--- src/rtl/lws_pkg.sv ---
package lws_pkg;

    // Sequencer phases of one longword transfer
    typedef enum logic [2:0] {
        PH_IDLE    = 3'd0,
        PH_START   = 3'd1,
        PH_SETUP   = 3'd2,
        PH_BEAT    = 3'd3,
        PH_RELEASE = 3'd4
    } phase_e;

    localparam int unsigned DEF_ADDR_W = 32;
    localparam int unsigned DEF_DATA_W = 32;
    localparam int unsigned DEF_PORT_W = 16;

    // Control view handed from the sequencer to the payload stage
    typedef struct packed {
        phase_e phase;
        logic   last_beat;
    } seq_ctrl_t;

    function automatic logic phase_drives_bus(input phase_e ph);
        return (ph == PH_START) || (ph == PH_SETUP) || (ph == PH_BEAT);
    endfunction

    function automatic int unsigned safe_clog2(input int unsigned v);
        return (v > 1) ? $clog2(v) : 1;
    endfunction

endpackage

--- src/rtl/lws_req_check.sv ---
module lws_req_check
    import lws_pkg::*;
#(
    parameter int unsigned ADDR_W = DEF_ADDR_W,
    parameter int unsigned DATA_W = DEF_DATA_W
) (
    input  logic              req_valid,
    input  logic [ADDR_W-1:0] req_addr,
    input  logic              idle,
    output logic              take_ok,
    output logic              take_bad
);
    localparam int unsigned LW_BYTES   = DATA_W / 8;
    localparam int unsigned ALIGN_BITS = safe_clog2(LW_BYTES);

    logic aligned;

    always_comb begin
        aligned  = (req_addr[ALIGN_BITS-1:0] == '0);
        take_ok  = req_valid && idle && aligned;
        take_bad = req_valid && idle && !aligned;
    end

endmodule

--- src/rtl/lws_seq_fsm.sv ---
module lws_seq_fsm
    import lws_pkg::*;
#(
    parameter int unsigned BEATS = 2,
    localparam int unsigned BW   = safe_clog2(BEATS)
) (
    input  logic          clk,
    input  logic          rst,
    input  logic          start_req,
    input  logic          ta,
    output seq_ctrl_t     ctrl,
    output logic [BW-1:0] beat
);
    localparam logic [BW-1:0] LAST = BW'(BEATS - 1);

    phase_e        phase_q, phase_d;
    logic [BW-1:0] beat_q, beat_d;

    always_comb begin
        phase_d = phase_q;
        beat_d  = beat_q;
        unique case (phase_q)
            PH_IDLE: begin
                if (start_req) begin
                    phase_d = PH_START;
                    beat_d  = '0;
                end
            end
            PH_START:  phase_d = PH_SETUP;
            PH_SETUP:  phase_d = PH_BEAT;
            PH_BEAT: begin
                if (ta) begin
                    if (beat_q == LAST) begin
                        phase_d = PH_RELEASE;
                    end else begin
                        beat_d = beat_q + BW'(1);
                    end
                end
            end
            PH_RELEASE: phase_d = PH_IDLE;
            default:    phase_d = PH_IDLE;
        endcase
    end

    always_ff @(posedge clk) begin
        if (rst) begin
            phase_q <= PH_IDLE;
            beat_q  <= '0;
        end else begin
            phase_q <= phase_d;
            beat_q  <= beat_d;
        end
    end

    always_comb begin
        ctrl.phase     = phase_q;
        ctrl.last_beat = (beat_q == LAST);
        beat           = beat_q;
    end

endmodule

--- src/rtl/lws_payload.sv ---
module lws_payload
    import lws_pkg::*;
#(
    parameter int unsigned ADDR_W = DEF_ADDR_W,
    parameter int unsigned DATA_W = DEF_DATA_W,
    parameter int unsigned PORT_W = DEF_PORT_W,
    localparam int unsigned BEATS = DATA_W / PORT_W,
    localparam int unsigned BW    = safe_clog2(BEATS)
) (
    input  logic              clk,
    input  logic              rst,
    input  logic              load,
    input  logic [ADDR_W-1:0] req_addr,
    input  logic [DATA_W-1:0] req_data,
    input  seq_ctrl_t         ctrl,
    input  logic [BW-1:0]     beat,
    output logic [ADDR_W-1:0] bus_addr,
    output logic [PORT_W-1:0] bus_data,
    output logic              bus_data_oe,
    output logic              bus_start
);
    localparam int unsigned STEP = PORT_W / 8;

    logic [ADDR_W-1:0] base_q;
    logic [DATA_W-1:0] word_q;
    logic [PORT_W-1:0] halves [BEATS];
    logic              drive;

    always_ff @(posedge clk) begin
        if (rst) begin
            base_q <= '0;
            word_q <= '0;
        end else if (load) begin
            base_q <= req_addr;
            word_q <= req_data;
        end
    end

    // Most significant slice goes out first
    for (genvar g = 0; g < BEATS; g++) begin : g_slice
        assign halves[g] = word_q[DATA_W-1-g*PORT_W -: PORT_W];
    end

    always_comb begin
        drive       = phase_drives_bus(ctrl.phase);
        bus_data_oe = drive;
        bus_start   = (ctrl.phase == PH_START);
        bus_addr    = drive ? (base_q + ADDR_W'(beat) * ADDR_W'(STEP)) : '0;
        bus_data    = drive ? halves[beat] : '0;
    end

endmodule

--- src/rtl/lws_longword_master.sv ---
module lws_longword_master
    import lws_pkg::*;
#(
    parameter int unsigned ADDR_W = DEF_ADDR_W,
    parameter int unsigned DATA_W = DEF_DATA_W,
    parameter int unsigned PORT_W = DEF_PORT_W
) (
    input  logic              clk,
    input  logic              rst,
    input  logic              req_valid,
    input  logic [ADDR_W-1:0] req_addr,
    input  logic [DATA_W-1:0] req_data,
    output logic              req_ready,
    output logic [ADDR_W-1:0] bus_addr,
    output logic [PORT_W-1:0] bus_data,
    output logic              bus_data_oe,
    output logic              bus_start,
    input  logic              bus_ta,
    output logic              done,
    output logic              err
);
    localparam int unsigned BEATS = DATA_W / PORT_W;
    localparam int unsigned BW    = safe_clog2(BEATS);

    seq_ctrl_t     ctrl;
    logic [BW-1:0] beat;
    logic          take_ok;
    logic          take_bad;
    logic          idle;
    logic          err_q;

    assign idle = (ctrl.phase == PH_IDLE);

    lws_req_check #(
        .ADDR_W (ADDR_W),
        .DATA_W (DATA_W)
    ) u_check (
        .req_valid (req_valid),
        .req_addr  (req_addr),
        .idle      (idle),
        .take_ok   (take_ok),
        .take_bad  (take_bad)
    );

    lws_seq_fsm #(
        .BEATS (BEATS)
    ) u_fsm (
        .clk       (clk),
        .rst       (rst),
        .start_req (take_ok),
        .ta        (bus_ta),
        .ctrl      (ctrl),
        .beat      (beat)
    );

    lws_payload #(
        .ADDR_W (ADDR_W),
        .DATA_W (DATA_W),
        .PORT_W (PORT_W)
    ) u_payload (
        .clk         (clk),
        .rst         (rst),
        .load        (take_ok),
        .req_addr    (req_addr),
        .req_data    (req_data),
        .ctrl        (ctrl),
        .beat        (beat),
        .bus_addr    (bus_addr),
        .bus_data    (bus_data),
        .bus_data_oe (bus_data_oe),
        .bus_start   (bus_start)
    );

    always_ff @(posedge clk) begin
        if (rst) begin
            err_q <= 1'b0;
        end else begin
            err_q <= take_bad;
        end
    end

    assign req_ready = idle;
    assign done      = (ctrl.phase == PH_RELEASE);
    assign err       = err_q;

endmodule

--- config.mk ---
export PLATFORM = sky130hd
export DESIGN_NAME = lws_longword_master
export DESIGN_NICKNAME = d
export VERILOG_FILES = /design/src/rtl/lws_pkg.sv /design/src/rtl/lws_req_check.sv /design/src/rtl/lws_seq_fsm.sv /design/src/rtl/lws_payload.sv /design/src/rtl/lws_longword_master.sv
export SDC_FILE = /design/constraint.sdc
export NUM_CORES = 1
export LEC_CHECK = 0
export CORE_MARGIN = 8
export CORE_UTILIZATION = 47
export CTS_BUF_LIST = sky130_fd_sc_hd__clkbuf_2
export DETAILED_ROUTE_END_ITERATION = 12
export PLACE_DENSITY_LB_ADDON = 0.25
export SYNTH_ARGS = -nofsm -noshare
export SYNTH_HDL_FRONTEND = slang
export SYNTH_SLANG_ARGS = --single-unit
--- constraint.sdc ---
create_clock -name clk -period 2.7 [get_ports clk]
set_input_delay 0.54 -clock clk [delete_from_list [all_inputs] [get_ports clk]]
set_output_delay 0.54 -clock clk [all_outputs]
set_load 0.03 [all_outputs]
# ---- Word level (Yosys, flattened, before mapping)
# Index checks and enable logic that the tools add are counted.
dict set report op_classes {
  n_eq_ne 7
  mux 13
  addsub 2
  n_bitwise 1
  n_reduce_logical 11
  n_lt_le_gt_ge 1
}
# op count
set ops {}
lappend ops {{2-to-1 mux 16 bit} 4}
lappend ops {{adder 32 x 2 -> 32 bit} 1}
lappend ops {{2-to-1 mux 32 bit} 1}
lappend ops {{case mux 3 bit (4 select lines)} 1}
lappend ops {{2-to-1 mux 3 bit} 3}
lappend ops {{== test 3 x 2 -> 1 bit, second input constant} 2}
lappend ops {{AND reduction 3 bit} 2}
lappend ops {{!= test 2 bit, second input constant} 2}
lappend ops {{== test 3 x 1 -> 1 bit, second input constant} 1}
lappend ops {{== test 3 bit, second input constant} 1}
lappend ops {{logical AND 1 bit} 3}
lappend ops {{logical NOT 3 bit} 1}
lappend ops {{2-to-1 mux 1 bit} 3}
lappend ops {{greater-or-equal comparator 2 bit, second input constant} 1}
lappend ops {{logical NOT 2 bit} 1}
lappend ops {{logical OR 1 bit} 2}
lappend ops {{!= test 2 x 1 -> 1 bit, second input constant} 1}
lappend ops {{inverter 1 -> 2 bit} 1}
lappend ops {{case mux 1 bit (2 select lines)} 1}
lappend ops {{nonzero test 2 bit} 1}
lappend ops {{adder 1 bit, second input constant} 1}
lappend ops {{logical NOT 1 bit} 1}
dict set report word_totals {
  inputBits 68
  output_inout_bits 53
  word_cells 40
  reg_bits 69
}

# ---- Longest topological paths before layout
# Gate-level depths: netlist of run 1.
dict set report logic_depth {
  depth_word 5
  mapped_depth 7
  ltp_nobuf 6
}

# ---- Modules after synthesis
# From an unflattened synthesis of run 1, not the netlist that was laid out.
dict set report unflattened {
  cells_unflattened 406
  hier_area_um2 3577.2
}
# mod cells_each instances area_each_um2 seq_area_each_um2
set by_module_without_submodules {}
lappend by_module_without_submodules {lws_payload 383 1 3313.2 1281.2}
lappend by_module_without_submodules {lws_seq_fsm 17 1 192.7 80.1}
lappend by_module_without_submodules {lws_longword_master 4 1 48.8 20.0}
lappend by_module_without_submodules {lws_req_check 2 1 22.5 0.0}

# ---- Least setup slack after synthesis of run 1
# Ideal clock, no wire load.
dict set report synth_path {
  kind {reg2out}
  from {register u_fsm.beat_q (netlist: u_fsm.beat)}
  to {output port bus_addr[21]}
  stages_incl_launch_ff 7
  setup_slack_ps 94
  t_arrival_ps 2066
  path_cell_list {dfxtp_1 ha_1 ha_1 clkbuf_1 nand2_1 or4_2 a21oi_1}
}
dict set report synth_between {
  elab_chain_cells 2
}
# item line
set synth_rtl {}
lappend synth_rtl {{from (decl)} lws_seq_fsm.sv:17} ;# logic [BW-1:0] beat_q, beat_d;
lappend synth_rtl {{from (signal assigned)} lws_seq_fsm.sv:51} ;# beat_q <= beat_d;
lappend synth_rtl {{adder 32 x 2 -> 32 bit} lws_payload.sv:48} ;# bus_addr = drive ? (base_q + ADDR_W'(beat) * ADDR_W'(STEP)) : '0;
lappend synth_rtl {{2-to-1 mux 32 bit} lws_payload.sv:48}
lappend synth_rtl {{to (decl)} lws_longword_master.sv:14} ;# output logic [ADDR_W-1:0] bus_addr,
# No other way between the ends.

# ---- Worst setup path after layout of run 1
dict set report layout_path {
  from {register u_payload.base_q[26]}
  to {output port bus_addr[31]}
}
dict set report layout_between {
  elab_chain_cells 2
}
# item line
set layout_rtl {}
lappend layout_rtl {{from (decl)} lws_payload.sv:24} ;# logic [ADDR_W-1:0] base_q;
lappend layout_rtl {{from (signal assigned)} lws_payload.sv:34} ;# base_q <= req_addr;
lappend layout_rtl {{adder 32 x 2 -> 32 bit} lws_payload.sv:48}
lappend layout_rtl {{2-to-1 mux 32 bit} lws_payload.sv:48}
# No other way between the ends.

==> results of run 1 <==
worst max path at each step:
stage	from	to	slack [ns]	cells after the start
global route	u_payload.base_q[8]	bus_addr[24]	-0.37	7
finish	u_payload.base_q[26]	bus_addr[31]	-0.26	5
CTS	u_payload.base_q[6]	bus_addr[30]	-0.21	5
floorplan	u_fsm.beat	bus_addr[21]	0.09	6
global placement	u_payload.base_q[21]	bus_addr[31]	0.14	5
detailed placement	u_payload.base_q[21]	bus_addr[30]	0.11	5
cells by family after synthesis:
group	Yosys count	synth area share (%)
AND/OR/NAND/NOR	244	32.1
flip-flops	69	39.4
XOR/XNOR	12	3.00
buffers and inverters	41	5.39
adder cells (fa/ha/maj)	3	1.07
AO/OA/AOI/OAI	92	13.9
multiplexers	18	5.18
worst max-delay path, cell delays in order, from the launching register on:
cell and delay [ns]:
dfxtp_4 0.42, nand3_1 0.13, or4_4 0.59, or4_4 0.45
a21oi_4 0.17, buf_6 0.15
report_power, final:
group	internal [W]	switching [W]	total [W]
combinational	0.000179	0.000199	0.000378
clock	0.000395	0.000377	0.000772
sequential	0.00105	0.0000281	0.00108
registers in the layout, indices dropped and copies added, names as in the netlist:
register          flops
u_payload.base_q     32
u_payload.halves     32
u_fsm.phase_q         3
err                   1
u_fsm.beat            1
layer usage:
metal  global-route usage [%]  routed length (um)
met2                     42.2                6630
met5                        0                   0
met1                     27.4                5060
met3                     7.43                1560
met4                     10.9                 584
cell type report:
type / instances / share of cell area, %
Timing Repair Buffer: 169 / 29.0
Clock buffer: 10 / 0.910
Inverter: 7 / 0.478
Sequential cell: 69 / 25.8
Multi-Input combinational cell: 371 / 39.6
Clock inverter: 6 / 1.84
Tap cell: 99 / 2.25
metrics by stage:
step | std cells | utilization, % | total power, W | hold WS (ns)
6_report | 731 | 75.8 | 0.00223 | 0.469
5_1_grt | 731 | 75.8 | 0.00232 | 0.439
4_1_cts | 724 | 73.7 | 0.00221 | 0.418
3_5_place_dp | 683 | 66.1 | 0.00143 | 0.450
3_3_place_gp | 683 | 66.1 | 0.00142 | 0.441
2_1_floorplan | 479 | - | 0.00126 | 0.436
what timing repair did:
action	CTS	global route
buffers inserted	23	7
resized for setup	90	25
pin swaps	23	11
setup endpoints to repair	38	19
gates cloned	2	0
cell usage in the layout (no fill, tap or decap), types with 9 or more instances in the layout:
cell,instances
nand2_1,134
dfxtp_1,47
nor2_1,36
mux2i_1,17
clkbuf_2,10
nand3_1,11
o31ai_1,9
a21oi_1,66
nand4_1,12
buf_6,16
dfxtp_2,17
clkdlybuf4s50_1,69
buf_4,59
dlygate4sd2_1,18
==> results.py, run 1 <==
metrics = {
    "status": {
        "status": "finished with violations",
        "violations": "setup timing",
    },
    "sta": {
        "setup_tns_ns": -2.70,
        "slew_violations": 0,
        "setup_viol": 17,
        "fmax_mhz": 338,
        "period_needed_ns": 2.96,
        "max_slew_margin_pct": 57.7,
        "fin_ws_ns": -0.261,
        "rsz0062_at_grt": "true",
        "fin_skew_ns": 0.0391,
        "fin_crit_sh_pct": 110,
        "tightest_slew_ns": 0.635,
        "hold_viol": 0,
    },
    "routing": {
        "drtPass1Iterations": 5,
        "first_iter_violations": 388,
        "ant_nets": 0,
        "drt_wl_total_mm": 13.8,
        "via_per_inst": 5.82,
        "vias": 4256,
        "post-route-drc-count": 0,
        "wl_per_cell_um": 18.9,
    },
    "grt": {
        "antenna_found_initial": 0,
        "grt_pass1_vias": 4235,
        "grt_pass1_wl_mm": 20.4,
        "grt_max_degree": 60,
        "overflow": 0,
        "track_usage_pct": 24.6,
    },
    "clock_network": {
        "cts_hold_buf": 0,
        "numCtsBuffers": 9,
        "clk_path_buf_depth": 2,
        "htreeDepth": 3,
        "clkTransAtPathRegs_ns": 0.22,
        "cts_tree": "built",
        "insertion_delay_ns": 0.50,
        "cts.sinks": 69,
        "root_buffer": "clkbuf_2",
    },
    "cells_and_area": {
        "area_growth_pct": 56.9,
        "multi_input_area_sq_mm": 0.00218,
        "diodes": 0,
        "layout-drive-gt1-share_pct": 25.6,
        "fillers": 520,
        "fin_area_sq_mm": 0.00550,
        "seq_area_sq_mm": 0.00142,
        "nets": 698,
    },
    "synth": {
        "ys_dominant_reg_cell": "dfxtp_1",
        "yosys.area.top_type": "dfxtp_1",
        "ys_ff_latch": 69,
        "syn_nets": 550,
        "synth_cell_types": 37,
        "synth_top_area_share_pct": 39.4,
        "seq_area_frac_synth_pct": 39.4,
        "ys_top_cells_by_area": "dfxtp_1 (39%), nand2_1 (15%), a21oi_1 (11%), mux2i_1 (4.9%), nor2_1 (4.0%)",
        "syn_avg_cell_area_sq_um": 7.32,
        "syn_inst": 479,
        "synth_area_sq_mm": 0.00350,
        "synth.most_common_cell": "nand2_1",
        "synthArstFlopShare_pct": 0,
        "synth_edf_count": 0,
        "yosys_warnings": 0,
        "synthTopCellsByCount": "nand2_1 (137), a21oi_1 (76), dfxtp_1 (69)",
    },
    "floorplan": {
        "fp.dieW_um": 102,
        "initial_utilization_pct": 48.3,
        "dieArea_sq_mm": 0.0105,
        "ioPinCount": 121,
        "core_area_sq_mm": 0.00725,
        "fp-row-count": 31,
        "die_h_um": 102,
    },
    "setup_path": {
        "worst_setup_path_start_kind": "flop",
        "worstPathRequired_ns": 2.16,
        "cp_max_fo": 6,
        "reg2regPathDepth": 5,
        "setup.worst_path.class": "reg2out",
        "rrSetupSlack_ns": 0.80,
        "reg2reg_from": "u_fsm.phase_q[2]",
        "cp.arrival_ns": 2.42,
        "end_kind": "output port",
        "r2r_end": "u_payload.base_q[16]",
    },
    "worst_hold_path": {
        "worstHoldStart": "u_payload.halves[0]",
        "holdPathStages": 2,
        "hold_end": "u_payload.halves[0]",
        "hold_class": "reg2reg",
    },
    "placed_design": {
        "place_ws_ns": 0.114,
        "gp_congestion": 0.863,
        "dpl_cell_area_sq_mm": 0.00479,
        "io_buffers": 120,
        "dp_hpwl_mm": 7.83,
    },
    "pwr": {
        "p_per_area_mw_per_mm2": 406,
        "power.leakage_nw": 2.03,
        "peakVddDrop_mv": 0.294,
    },
    "flow_run": {
        "maxCapViolCount": 0,
    },
}
No activity file was read; power rests on OpenSTA's default activity.
==> run 2, diff against run 1 <==
CORE_MARGIN = 4   (was 8)
==> results.py, run 2 (same netlist as run 1, synthesis figures left out) <==
metrics = {
    "placed_design": {
        "gp_congestion": 0.874,
        "io_buffers": 120,
        "dp_hpwl_mm": 7.35,
        "placedCellCount": 684,
        "place_ws_ns": 0.104,
    },
    "grt": {
        "grt_max_degree": 33,
        "track_usage_pct": 25.2,
        "overflow": 0,
        "grt_pass1_wl_mm": 17.9,
        "antenna_found_initial": 0,
        "grt_pass1_vias": 3939,
    },
    "clock_network": {
        "clkTransAtPathRegs_ns": 0.17,
        "cts_hold_buf": 0,
        "insertion_delay_ns": 0.50,
        "numCtsBuffers": 9,
        "cts.sinks": 69,
        "root_buffer": "clkbuf_2",
        "cts_tree": "built",
        "clk_path_buf_depth": 2,
        "htreeDepth": 3,
    },
    "setup_path": {
        "endpoint": "bus_addr[31]",
        "crit_start": "u_payload.base_q[4]",
        "rrSetupSlack_ns": 0.88,
        "r2r_end": "u_payload.base_q[16]",
        "reg2reg_from": "u_fsm.phase_q[2]",
        "end_kind": "output port",
        "worst_setup_path_start_kind": "flop",
        "crit_slowest_cell": "or4_4",
        "worstPathRequired_ns": 2.16,
        "slowest_delay_ns": 0.58,
        "crit_chain": "nand4_1 > or4_4 > o31ai_1 > a21oi_4 > buf_6",
        "cp.arrival_ns": 2.43,
        "setup.worst_path.class": "reg2out",
        "reg2regPathDepth": 5,
        "cp_max_fo": 6,
    },
    "sta": {
        "max_slew_margin_pct": 62.9,
        "slew_violations": 0,
        "fin_crit_sh_pct": 110,
        "setup_viol": 17,
        "period_needed_ns": 2.97,
        "hold_viol": 0,
        "fin_ws_ns": -0.271,
        "fin_skew_ns": 0.0185,
        "fmax_mhz": 337,
        "tightest_slew_ns": 0.556,
        "rsz0062_at_grt": "true",
    },
    "floorplan": {
        "fp-row-count": 31,
        "initial_utilization_pct": 48.3,
        "core_area_sq_mm": 0.00725,
        "die_h_um": 94.4,
        "dieArea_sq_mm": 0.00890,
        "ioPinCount": 121,
        "fp.dieW_um": 94.4,
    },
    "flow_run": {
        "maxCapViolCount": 0,
    },
    "worst_hold_path": {
        "hold_class": "reg2reg",
        "worstHoldStart": "u_payload.halves[16]",
    },
    "routing": {
        "post-route-drc-count": 0,
        "drt_wl_total_mm": 13.0,
        "wl_per_cell_um": 17.7,
        "via_per_inst": 5.79,
        "ant_nets": 0,
        "first_iter_violations": 282,
        "drtPass1Iterations": 5,
        "vias": 4247,
    },
    "cells_and_area": {
        "diodes": 0,
        "layout_commonest_cell": "nand2_1",
        "finish.utilization_pct": 76.4,
        "layout-drive-gt1-share_pct": 28.7,
        "area_growth_pct": 58.2,
        "fillers": 504,
        "final_cell_mix": "nand2_1 (134), clkdlybuf4s50_1 (70), a21oi_1 (63)",
        "nets": 702,
        "finalNonFillerCells": 734,
    },
    "pwr": {
        "power.total_w": 0.00190,
        "comb_power_share_pct": 19.1,
        "peakVddDrop_mv": 0.233,
        "clockPowerShare_pct": 24.0,
        "sw_frac_of_total_pct": 29.6,
        "power.leakage_nw": 2.04,
        "power_switching_w": 0.000563,
        "cell_internal_pwr_w": 0.00134,
        "p_per_area_mw_per_mm2": 343,
        "pwr-share-seq_pct": 56.9,
    },
    "status": {
        "violations": "setup timing",
        "status": "finished with violations",
    },
}
## run 2: cell count changes in the layout (fill, tap and decap cells not counted), sizes merged
cell           delta
dlygate4sd2       -3
or2               -1
buf               +5
clkdlybuf4s15     +1
bufinv            -3
dlymetal6s2s      +1
clkbuf            +1
clkdlybuf4s50     +1
clkinv            +1
## run 2: worst min path at each step
stage	to	slack, ns	depth (start not counted)
floorplan	u_payload.halves[16]	0.44	2
global placement	u_payload.halves[15]	0.44	2
detailed placement	u_payload.halves[15]	0.45	2
CTS	u_payload.halves[16]	0.47	2
global route	u_payload.halves[16]	0.49	2
finish	u_payload.halves[16]	0.46	2
## run 2: stage by stage
stage | area (sq um) | hold slack (ns) | TNS (ns)
final | 5540 | 0.464 | -1.99
after CTS | 5230 | 0.468 | -1.28
after global placement | 4760 | 0.441 | 0
after floorplan | 3500 | 0.436 | 0
after global routing | 5540 | 0.485 | -3.35
after detailed placement | 4760 | 0.447 | 0
## run 2: final cells by class
class                   count  area [sq um]  share of cell area (%)
clock buffers              11          55.1                   0.993
inverters                   7          26.3                   0.474
multi-input cells         370          2230                    40.3
clock inverters             4          16.3                   0.293
flip-flops and latches     69          1440                    26.0
well taps                  99           124                    2.23
repair buffers            174          1650                    29.7
## run 2: critical path, delay by kind of cell (launching register included)
family                 cells  cell delay [ns]
AND/OR/NAND/NOR            2             0.76
flip-flops                 1             0.38
buffers and inverters      1             0.16
AO/OA/AOI/OAI              2             0.63
## run 2: per-layer routing
| layer | global-route usage [%] | up-vias | share of wire, % |
|---|---|---|---|
| met5 | 0 | - | 0 |
| met4 | 11.9 | 0 | 4.9 |
| met3 | 5.58 | 78 | 9.2 |
| met2 | 44.9 | 275 | 49 |
| met1 | 28.4 | 1950 | 37 |
| li1 | - | 1944 | - |
## run 2: timing repair
action,4_1_cts,5_1_grt
setup buffers,21,13
endpoints found under the setup margin,39,26
hold endpoints to repair,0,0
gates resized for setup,91,57
pin swaps,18,12
cloned,1,0
## run 2: power by group through the flow
stage / registers [W] / logic, W / clock network [W]
2_1_floorplan: 0.00110 / 0.000157 / 0
3_3_place_gp: 0.00110 / 0.000324 / 0
3_5_place_dp: 0.00110 / 0.000328 / 0
4_1_cts: 0.00108 / 0.000341 / 0.000468
5_1_grt: 0.00109 / 0.000387 / 0.000511
6_report: 0.00108 / 0.000363 / 0.000457
==> run 3, diff against run 2 <==
CAP_MARGIN = 20   (was default)
GPL_TIMING_DRIVEN = 0   (was default)
SKIP_LAST_GASP = 1   (was default)
==> results.py, run 3 (same netlist as run 1, synthesis figures left out) <==
metrics = {
    "setup_path": {
        "crit_top_cell": "or4_4",
        "crit_buf_inv": 1,
        "cp_max_fo": 6,
        "worst_setup_path_start_kind": "flop",
        "worstPathRequired_ns": 2.16,
        "path_delay_family": "simple AND/OR/NAND/NOR gates",
        "setup.worst_path.class": "reg2out",
        "crit_chain": "nand4_1 > or4_4 > or4_4 > a21oi_4 > buf_6",
        "cp.arrival_ns": 2.42,
        "crit_slowest_cell": "or4_4",
        "slowest_delay_ns": 0.58,
        "end_kind": "output port",
    },
    "routing": {
        "ant_nets": 0,
        "drtPass1Iterations": 5,
        "drt_wl_total_mm": 11.7,
        "vias": 4058,
        "post-route-drc-count": 0,
        "via_per_inst": 5.45,
        "wl_per_cell_um": 15.7,
        "first_iter_violations": 210,
    },
    "sta": {
        "fmax_mhz": 338,
        "rsz0062_at_grt": "true",
        "fin_skew_ns": 0.0218,
        "period_needed_ns": 2.96,
        "fin_ws_ns": -0.256,
        "max_slew_margin_pct": 66.9,
        "setup_viol": 15,
        "slew_violations": 0,
        "hold_viol": 0,
        "fin_crit_sh_pct": 109,
        "worst_hold_slack_ns": 0.466,
        "tightest_slew_ns": 0.496,
    },
    "placed_design": {
        "placedCellCount": 697,
        "dp_hpwl_mm": 7.75,
        "io_buffers": 119,
        "dpl_cell_area_sq_mm": 0.00482,
        "gp_congestion": 0.895,
    },
    "floorplan": {
        "initial_utilization_pct": 48.3,
        "die_h_um": 94.4,
        "fp.dieW_um": 94.4,
        "fp-row-count": 31,
        "ioPinCount": 121,
        "dieArea_sq_mm": 0.00890,
        "core_area_sq_mm": 0.00725,
    },
    "grt": {
        "grt_pass1_wl_mm": 18.1,
        "grt_pass1_vias": 3897,
        "track_usage_pct": 25.6,
        "overflow": 0,
        "grt_max_degree": 11,
        "antenna_found_initial": 0,
    },
    "status": {
        "status": "finished with violations",
        "violations": "setup timing",
    },
    "pwr": {
        "p_per_area_mw_per_mm2": 381,
        "power.leakage_nw": 1.95,
        "pwr-share-seq_pct": 53.5,
        "comb_power_share_pct": 17.9,
        "peakVddDrop_mv": 0.249,
        "cell_internal_pwr_w": 0.00144,
        "power_switching_w": 0.000582,
        "power.total_w": 0.00202,
        "sw_frac_of_total_pct": 28.8,
        "clockPowerShare_pct": 28.6,
    },
    "cells_and_area": {
        "finalNonFillerCells": 745,
        "final_cell_mix": "nand2_1 (135), clkdlybuf4s50_1 (69), a21oi_1 (68)",
        "fin_area_sq_mm": 0.00531,
        "area_growth_pct": 51.5,
        "fillers": 581,
        "diodes": 0,
        "layout_commonest_cell": "nand2_1",
        "layout-drive-gt1-share_pct": 27.4,
        "nets": 713,
        "finish.utilization_pct": 73.2,
    },
    "clock_network": {
        "cts_tree": "built",
        "insertion_delay_ns": 0.50,
        "numCtsBuffers": 9,
        "htreeDepth": 3,
        "clkTransAtPathRegs_ns": 0.18,
        "root_buffer": "clkbuf_2",
        "clk_path_buf_depth": 2,
        "cts.sinks": 69,
        "cts_hold_buf": 0,
    },
    "worst_hold_path": {
        "hold_class": "reg2reg",
    },
    "flow_run": {
        "maxCapViolCount": 0,
    },
}
## run 3: changes by cell type in the layout (fill, tap and decap cells not counted), sizes merged
| cell | previous run | this run |
|---|---|---|
| buf | 87 | 69 |
| bufinv | 0 | 1 |
| clkbuf | 11 | 53 |
| clkdlybuf4s15 | 1 | 4 |
| clkdlybuf4s50 | 70 | 69 |
| clkinv | 4 | 2 |
| clkinvlp | 0 | 1 |
| dlygate4sd2 | 15 | 1 |
| inv | 7 | 6 |
## run 3: area by class of cell
| class | instances | area, sq um | area share, % |
|---|---|---|---|
| Timing Repair Buffer | 154 | 1320 | 24.8 |
| Tap cell | 99 | 124 | 2.33 |
| Multi-Input combinational cell | 370 | 2140 | 40.3 |
| Buffer | 31 | 165 | 3.11 |
| Sequential cell | 69 | 1440 | 27.1 |
| Clock buffer | 12 | 60.1 | 1.13 |
| Clock inverter | 3 | 37.5 | 0.707 |
| Inverter | 7 | 30.0 | 0.566 |
## run 3: worst min-delay path, stage by stage (launching register included)
cell,delay (ns)
dfxtp_1,0.35
nand2_1,0.05
a21oi_1,0.05
## run 3: power by group through the flow
stage	clock network (W)	logic, W	registers (W)
after floorplan	0	0.000157	0.00110
final	0.000579	0.000363	0.00108
after global routing	0.000624	0.000394	0.00109
after detailed placement	0	0.000324	0.00111
after global placement	0	0.000319	0.00110
after CTS	0.000578	0.000350	0.00108
## run 3: stage by stage
| step | setup WS, ns | setup TNS, ns |
|---|---|---|
| floorplan | 0.0944 | 0 |
| global placement | -0.541 | -7.42 |
| detailed placement | -0.614 | -8.23 |
| CTS | -0.198 | -1.17 |
| global route | -0.329 | -3.20 |
| finish | -0.256 | -1.95 |
## run 3: final timing paths
path                                           start              endpoint  slack [ns]  cells past startpoint
worst max-delay path             u_payload.base_q[3]          bus_addr[31]       -0.26                      5
worst min register to register  u_payload.halves[14]  u_payload.halves[14]        0.47                      2
worst min-delay path            u_payload.halves[14]  u_payload.halves[14]        0.47                      2
worst max register to register      u_fsm.phase_q[0]            u_fsm.beat        0.71                      6
## run 3: what timing repair did
item | in CTS | in global routing
buffers inserted | 22 | 12
pin swaps | 18 | 8
endpoints found under the setup margin | 50 | 49
resized for setup | 237 | 85
gates cloned | 2 | 0
## run 3: per-layer routing
layer / track usage (%) / vias up / share of wire (%)
li1: - / 1962 / -
met1: 31.2 / 1849 / 39
met2: 42.6 / 210 / 48
met3: 6.29 / 37 / 9.8
met4: 11.9 / 0 / 2.8
met5: 0 / - / 0
